**src/rtl/ecu_pkg.sv**
```systemverilog
package ecu_pkg;

  // Next-state choice for the accumulator register
  typedef enum logic [1:0] {
    ACC_HOLD  = 2'd0,
    ACC_CLEAR = 2'd1,
    ACC_INC   = 2'd2,
    ACC_WRAP  = 2'd3
  } acc_op_t;

endpackage

```
**src/rtl/ecu_sampler.sv**
```systemverilog
// Captures the enable once per strobe and flags a low-to-high change.
module ecu_sampler (
  input  logic clk,
  input  logic clr,
  input  logic scan,
  input  logic en_in,
  output logic en_q,
  output logic rise
);

  logic hist_q;

  always_ff @(posedge clk) begin
    if (clr) begin
      hist_q <= en_in;
    end else if (scan) begin
      hist_q <= en_in;
    end
  end

  always_comb begin
    rise = scan & en_in & ~hist_q & ~clr;
    en_q = hist_q;
  end

endmodule

```
**src/rtl/ecu_accum.sv**
```systemverilog
// Retentive accumulator with wrap and sticky overflow.
module ecu_accum
  import ecu_pkg::*;
#(
  parameter int WIDTH = 16
) (
  input  logic                    clk,
  input  logic                    clr,
  input  logic                    rise,
  output logic signed [WIDTH-1:0] acc_q,
  output logic                    ovf_q
);

  localparam logic signed [WIDTH-1:0] ACC_MAX = {1'b0, {(WIDTH-1){1'b1}}};
  localparam logic signed [WIDTH-1:0] ACC_MIN = {1'b1, {(WIDTH-1){1'b0}}};
  localparam logic signed [WIDTH-1:0] ONE     = {{(WIDTH-1){1'b0}}, 1'b1};

  acc_op_t op;
  logic    at_max;

  always_comb begin
    at_max = (acc_q == ACC_MAX);
    if (clr)         op = ACC_CLEAR;
    else if (!rise)  op = ACC_HOLD;
    else if (at_max) op = ACC_WRAP;
    else             op = ACC_INC;
  end

  always_ff @(posedge clk) begin
    unique case (op)
      ACC_CLEAR: begin
        acc_q <= '0;
        ovf_q <= 1'b0;
      end
      ACC_INC: begin
        acc_q <= acc_q + ONE;
      end
      ACC_WRAP: begin
        acc_q <= ACC_MIN;
        ovf_q <= 1'b1;
      end
      default: begin
        acc_q <= acc_q;
        ovf_q <= ovf_q;
      end
    endcase
  end

endmodule

```
**src/rtl/ecu_compare.sv**
```systemverilog
// Signed greater-or-equal test of the count against the preset.
module ecu_compare #(
  parameter int WIDTH = 16
) (
  input  logic signed [WIDTH-1:0] value,
  input  logic signed [WIDTH-1:0] limit,
  output logic                    at_or_above
);

  always_comb begin
    at_or_above = (value >= limit);
  end

endmodule

```
**src/rtl/edge_count_up.sv**
```systemverilog
module edge_count_up #(
  parameter int WIDTH = 16
) (
  input  logic                    clk,
  input  logic                    clr,
  input  logic                    scan,
  input  logic                    cnt_en,
  input  logic signed [WIDTH-1:0] preset,
  output logic signed [WIDTH-1:0] acc,
  output logic                    cu,
  output logic                    dn,
  output logic                    ov
);

  logic rise;

  ecu_sampler u_sampler (
    .clk   (clk),
    .clr   (clr),
    .scan  (scan),
    .en_in (cnt_en),
    .en_q  (cu),
    .rise  (rise)
  );

  ecu_accum #(.WIDTH(WIDTH)) u_accum (
    .clk   (clk),
    .clr   (clr),
    .rise  (rise),
    .acc_q (acc),
    .ovf_q (ov)
  );

  ecu_compare #(.WIDTH(WIDTH)) u_compare (
    .value       (acc),
    .limit       (preset),
    .at_or_above (dn)
  );

endmodule

```
**config.mk**
```make
export PLATFORM = sky130hd
export DESIGN_NAME = edge_count_up
export DESIGN_NICKNAME = d
export VERILOG_FILES = /design/src/rtl/ecu_pkg.sv /design/src/rtl/ecu_sampler.sv /design/src/rtl/ecu_accum.sv /design/src/rtl/ecu_compare.sv /design/src/rtl/edge_count_up.sv
export SDC_FILE = /design/constraint.sdc
export NUM_CORES = 1
export LEC_CHECK = 0
export ABC_AREA = 1
export BUFFER_PORTS_ARGS = -buffer_cell sky130_fd_sc_hd__clkbuf_2
export CAP_MARGIN = 40
export CORE_MARGIN = 2
export CORE_UTILIZATION = 29
export DETAILED_ROUTE_END_ITERATION = 16
export PLACE_DENSITY = 0.48
export RECOVER_POWER = 25
export SLEW_MARGIN = 20
export SYNTH_ARGS = -nofsm -noshare
export SYNTH_HDL_FRONTEND = slang
export SYNTH_SLANG_ARGS = --single-unit
```
**constraint.sdc**
```tcl
create_clock -name clk -period 2.3 [get_ports clk]
set_input_delay 0.345 -clock clk [delete_from_list [all_inputs] [get_ports clk]]
set_output_delay 0.345 -clock clk [all_outputs]
set_load 0.02 [all_outputs]
```
==> Word-level counts from Yosys, hierarchy flattened <==
Index checks and enable logic that the tools add are counted.
{ "word_totals": {"register_bits": 18, "in_bits": 20, "elab_cells": 24} }
{ "classes": {"add_sub_neg": 1, "order_cmp": 1, "eq_ne": 4, "muxes": 7, "n_bitwise": 5, "reduce_logical": 3} }
{ "op_table": {"columns": ["cell", "n"], "rows": [
  ["$pmux W16 S3", 1],
  ["$add A16 B2 Y16 const B", 1],
  ["$eq A16 B16 Y1 const B", 1],
  ["$ge A16 B16 Y1", 1],
  ["$eq A2 B2 Y1 const B", 2],
  ["$mux W2", 2],
  ["$reduce_bool A2 Y1", 2],
  ["$and A1 B1 Y1", 3],
  ["$mux W1", 3],
  ["$reduce_bool A3 Y1", 1],
  ["$eq A2 B1 Y1 const B", 1],
  ["$not A1 Y1", 2],
  ["$pmux W1 S2", 1]
]} }

==> Longest topological paths before layout <==
{ "logic_depth": {"ltp_word": 7, "mapped_depth": 13} }

==> Modules after synthesis <==
From an unflattened synthesis, not the netlist that was laid out.
{ "hier_totals": {"cells_unflattened": 211, "hier_area_um2": 1606.5} }
{ "by_module_without_submodules": {"columns": ["mod", "n_inst", "cells_each", "area_each_um2", "seq_area_each_um2"], "rows": [
  ["ecu_accum", 1, 130, 1096.1, 510.5],
  ["ecu_compare", 1, 74, 455.4, 0.0],
  ["ecu_sampler", 1, 7, 55.1, 30.0]
]} }

==> Worst setup path before layout <==
No wires, ideal clock.
{ "synth_timing": {"path_kind": "register -> output", "from": "reg u_accum.acc_q[15]", "to": "out dn", "t_arrival_ns": 1.521, "required_time_ns": 1.955, "slack_ns": 0.434, "path_stages_with_launch": 8, "path_buffers": 0, "path_cell_list": "edfxtp_1 > ha_1 > nand2_1 > nor3_1 > nand2_1 > nand2_1 > nand2_1 > nand3_1"} }
{ "synth_between": {"elab_chain_len": 1} }
{ "synth_rtl": {"columns": ["item", "line", "text"], "rows": [
  ["start, declared", "ecu_accum.sv:10", "output logic signed [WIDTH-1:0] acc_q,"],
  ["start signal, assigned", "ecu_accum.sv:36", "acc_q <= acc_q + ONE;"],
  ["start signal, assigned", "ecu_accum.sv:43", "acc_q <= acc_q;"],
  ["$ge A16 B16 Y1", "ecu_compare.sv:11", "at_or_above = (value >= limit);"],
  ["end, declared", "edge_count_up.sv:11", "output logic dn,"]
]} }
No other way between the ends.

==> Worst setup path after layout <==
{ "layout_timing": {"from": "reg u_accum.acc_q[8]", "to": "out dn"} }
Same word-level chain as after synthesis.

==> results.json <==
{
  "cts_made_buffers": 3,
  "peakVddDrop_mv": 0.2312,
  "cp-end-kind": "primary output",
  "tightest_slew_ps": 307.8,
  "wire_per_inst_um": 10.66,
  "die_area_mm2": 0.005618,
  "netlist_instances": 176,
  "min_path_type": "input port to flop",
  "clockBufferDepth": 2,
  "clock-sinks": 18,
  "holdBufCountCts": 0,
  "initial_core_util_pct": 30.51,
  "htree_levels": 1,
  "yosysTopAreaCellShare_pct": 37.02,
  "clk_latency_ps": 250,
  "dpl_cell_area_mm2": 0.001775,
  "synth_area_leaders": "edfxtp_1, ha_1, inv_1, nand2_1, nor2_1",
  "slew_headroom_pct": 79.46,
  "cp-start-kind": "flop",
  "status": "finished, final reports clean",
  "ys_seq_elements": 18,
  "io_pins": 39,
  "ys_seq_area_share_pct": 37.02,
  "ant_nets": 0,
  "yosysWarnings": 0,
  "fmax_mhz": 476.9,
  "die_w_um": 74.96,
  "fin_skew_ps": 2.891,
  "synth_area_leader_cell": "edfxtp_1",
  "cts_tree": "done",
  "worstSetupPathType": "flop to primary output",
  "first_global_vias": 1222,
  "root_buffer": "clkbuf_8",
  "finalSetupViolCount": 0,
  "wl_um": 3133,
  "grt_pass1_wl_um": 5340,
  "path_max_fanout": 6,
  "hpwl_um": 2639,
  "synth_fp_nets": 213,
  "worstPathArrival_ps": 1750,
  "dr.pass1.iters": 4,
  "synth_edf_count": 18,
  "p_per_area_mw_per_mm2": 423.7,
  "drt-initial-drc-count": 27,
  "synthDistinctLibCells": 25,
  "synth_area_mm2": 0.001460,
  "drive_gt1_share_pct": 23.35,
  "synthFlopType": "edfxtp_1",
  "hold_violations": 0,
  "vias": 1243,
  "drc_errors": 0,
  "num_rows": 25,
  "gp_congestion": 0.7400,
  "core-area_mm2": 0.004786,
  "antenna_found_initial": 0,
  "p_total_uw": 778.2,
  "slew_viol_final": 0,
  "syn_area_per_cell_um2": 8.296,
  "grt_use_total_pct": 12.50,
  "cellLeakagePower_uw": 0.0009317,
  "worstRegToRegCells": 8,
  "syn_to_final_growth_pct": 25.79,
  "fin_crit_sh_pct": 91.17,
  "fin_area_mm2": 0.001837,
  "yosys-top-cells-count": "inv_1, nand2_1, nor2_1",
  "worstPathRequired_ps": 1960,
  "min_path_cells": 1,
  "path_clk_slew_ps": 60,
  "die_h_um": 74.96,
  "via_per_inst": 4.228,
  "nets": 266,
  "grt_max_degree": 16,
  "antenna_cells": 0,
  "period_minus_slack_ps": 2097,
  "port_buffers": 38,
  "drv_cap": 0,
  "gr-total-overflow": 0,
  "async_flop_share_pct": 0
}
## registers in the layout, summed over array words and instances (netlist names)
signal          flops
u_sampler.en_q      1
u_accum.ovf_q       1
u_accum.acc_q      16
## critical path: stages, from the launching register on
cell and delay (ps):
edfxtp_1 500, ha_1 330, nand4_1 100, nor3_2 150, nand2_1 90, nand2_1 60
nand2_1 40, nand3_1 60, clkbuf_2 170
## logic make-up after synthesis
logic type                 Yosys count  share of synthesized area (%)
buffers and inverters               33                          8.998
AOI/OAI and AO/OA                   12                          4.713
xor gates and xnor gates             8                          4.799
and+or+nand+nor                     88                          29.91
adders and majority gates           17                          14.57
DFF                                 18                          37.02
## worst paths after layout
kind | start | endpoint | slack (ps)
worst max-delay path | u_accum.acc_q[8] | dn | 200
worst min-delay path | cnt_en | u_sampler.en_q | 290
worst max register to register | u_accum.acc_q[0] | u_accum.acc_q[4] | 490
worst min register to register | u_accum.acc_q[0] | u_accum.acc_q[0] | 680
## stage by stage
stage	hold WS [ps]	cells	worst slack, ps	TNS (ps)	utilization, %
after detailed placement	537.9	287	360.6	0	37.10
after CTS	276.8	290	78.29	0	37.96
after global routing	312.0	294	-20.08	-20.08	38.38
after floorplan	443.9	176	433.5	0	-
after global placement	539.6	287	356.3	0	37.10
final	294.6	294	203.1	0	38.38
## layout make-up
cell class / count / area [um2]
multi-input cells: 125 / 793.3
well taps: 67 / 83.83
repair buffers: 49 / 257.7
fillers: 514 / 2949
inverters: 32 / 120.1
clock buffers: 3 / 41.29
flip-flops and latches: 18 / 540.5
## metal layers
layer	part of all wire, %	wire length, um	vias to the layer above	GRT usage, %
met4	0.99	31	0	4.563
met5	0	0	-	0
li1	-	-	676	-
met2	44	1393	26	19.88
met3	4.3	136	2	2.142
met1	50	1573	539	17.07
## cell usage in the layout, fill, tap and decap left out
master,count
a21o_1,2
a21oi_1,6
and3_1,2
buf_4,11
clkbuf_1,12
clkbuf_2,26
clkbuf_8,3
edfxtp_1,18
ha_1,17
inv_1,32
nand2_1,32
nand2_2,1
nand2_4,2
nand3_1,8
nand3_2,2
nand4_1,4
nor2_1,22
nor2_2,2
nor2_4,2
nor3_1,6
nor3_2,1
nor3_4,1
nor3b_1,2
o21ai_0,2
o21ai_1,1
o21ai_2,1
or2_2,1
xnor2_1,2
xor2_1,6
## where the power goes
group | switching (uW) | total, uW | internal, uW
combinational | 105 | 175 | 69.7
clock | 94.7 | 211 | 116
sequential | 14.3 | 393 | 378
## what timing repair did
action	CTS	global route
gates resized for setup	0	1
setup endpoints to repair	0	1
buffers inserted	0	4
Note: power is estimated with default switching activity, not from simulation.
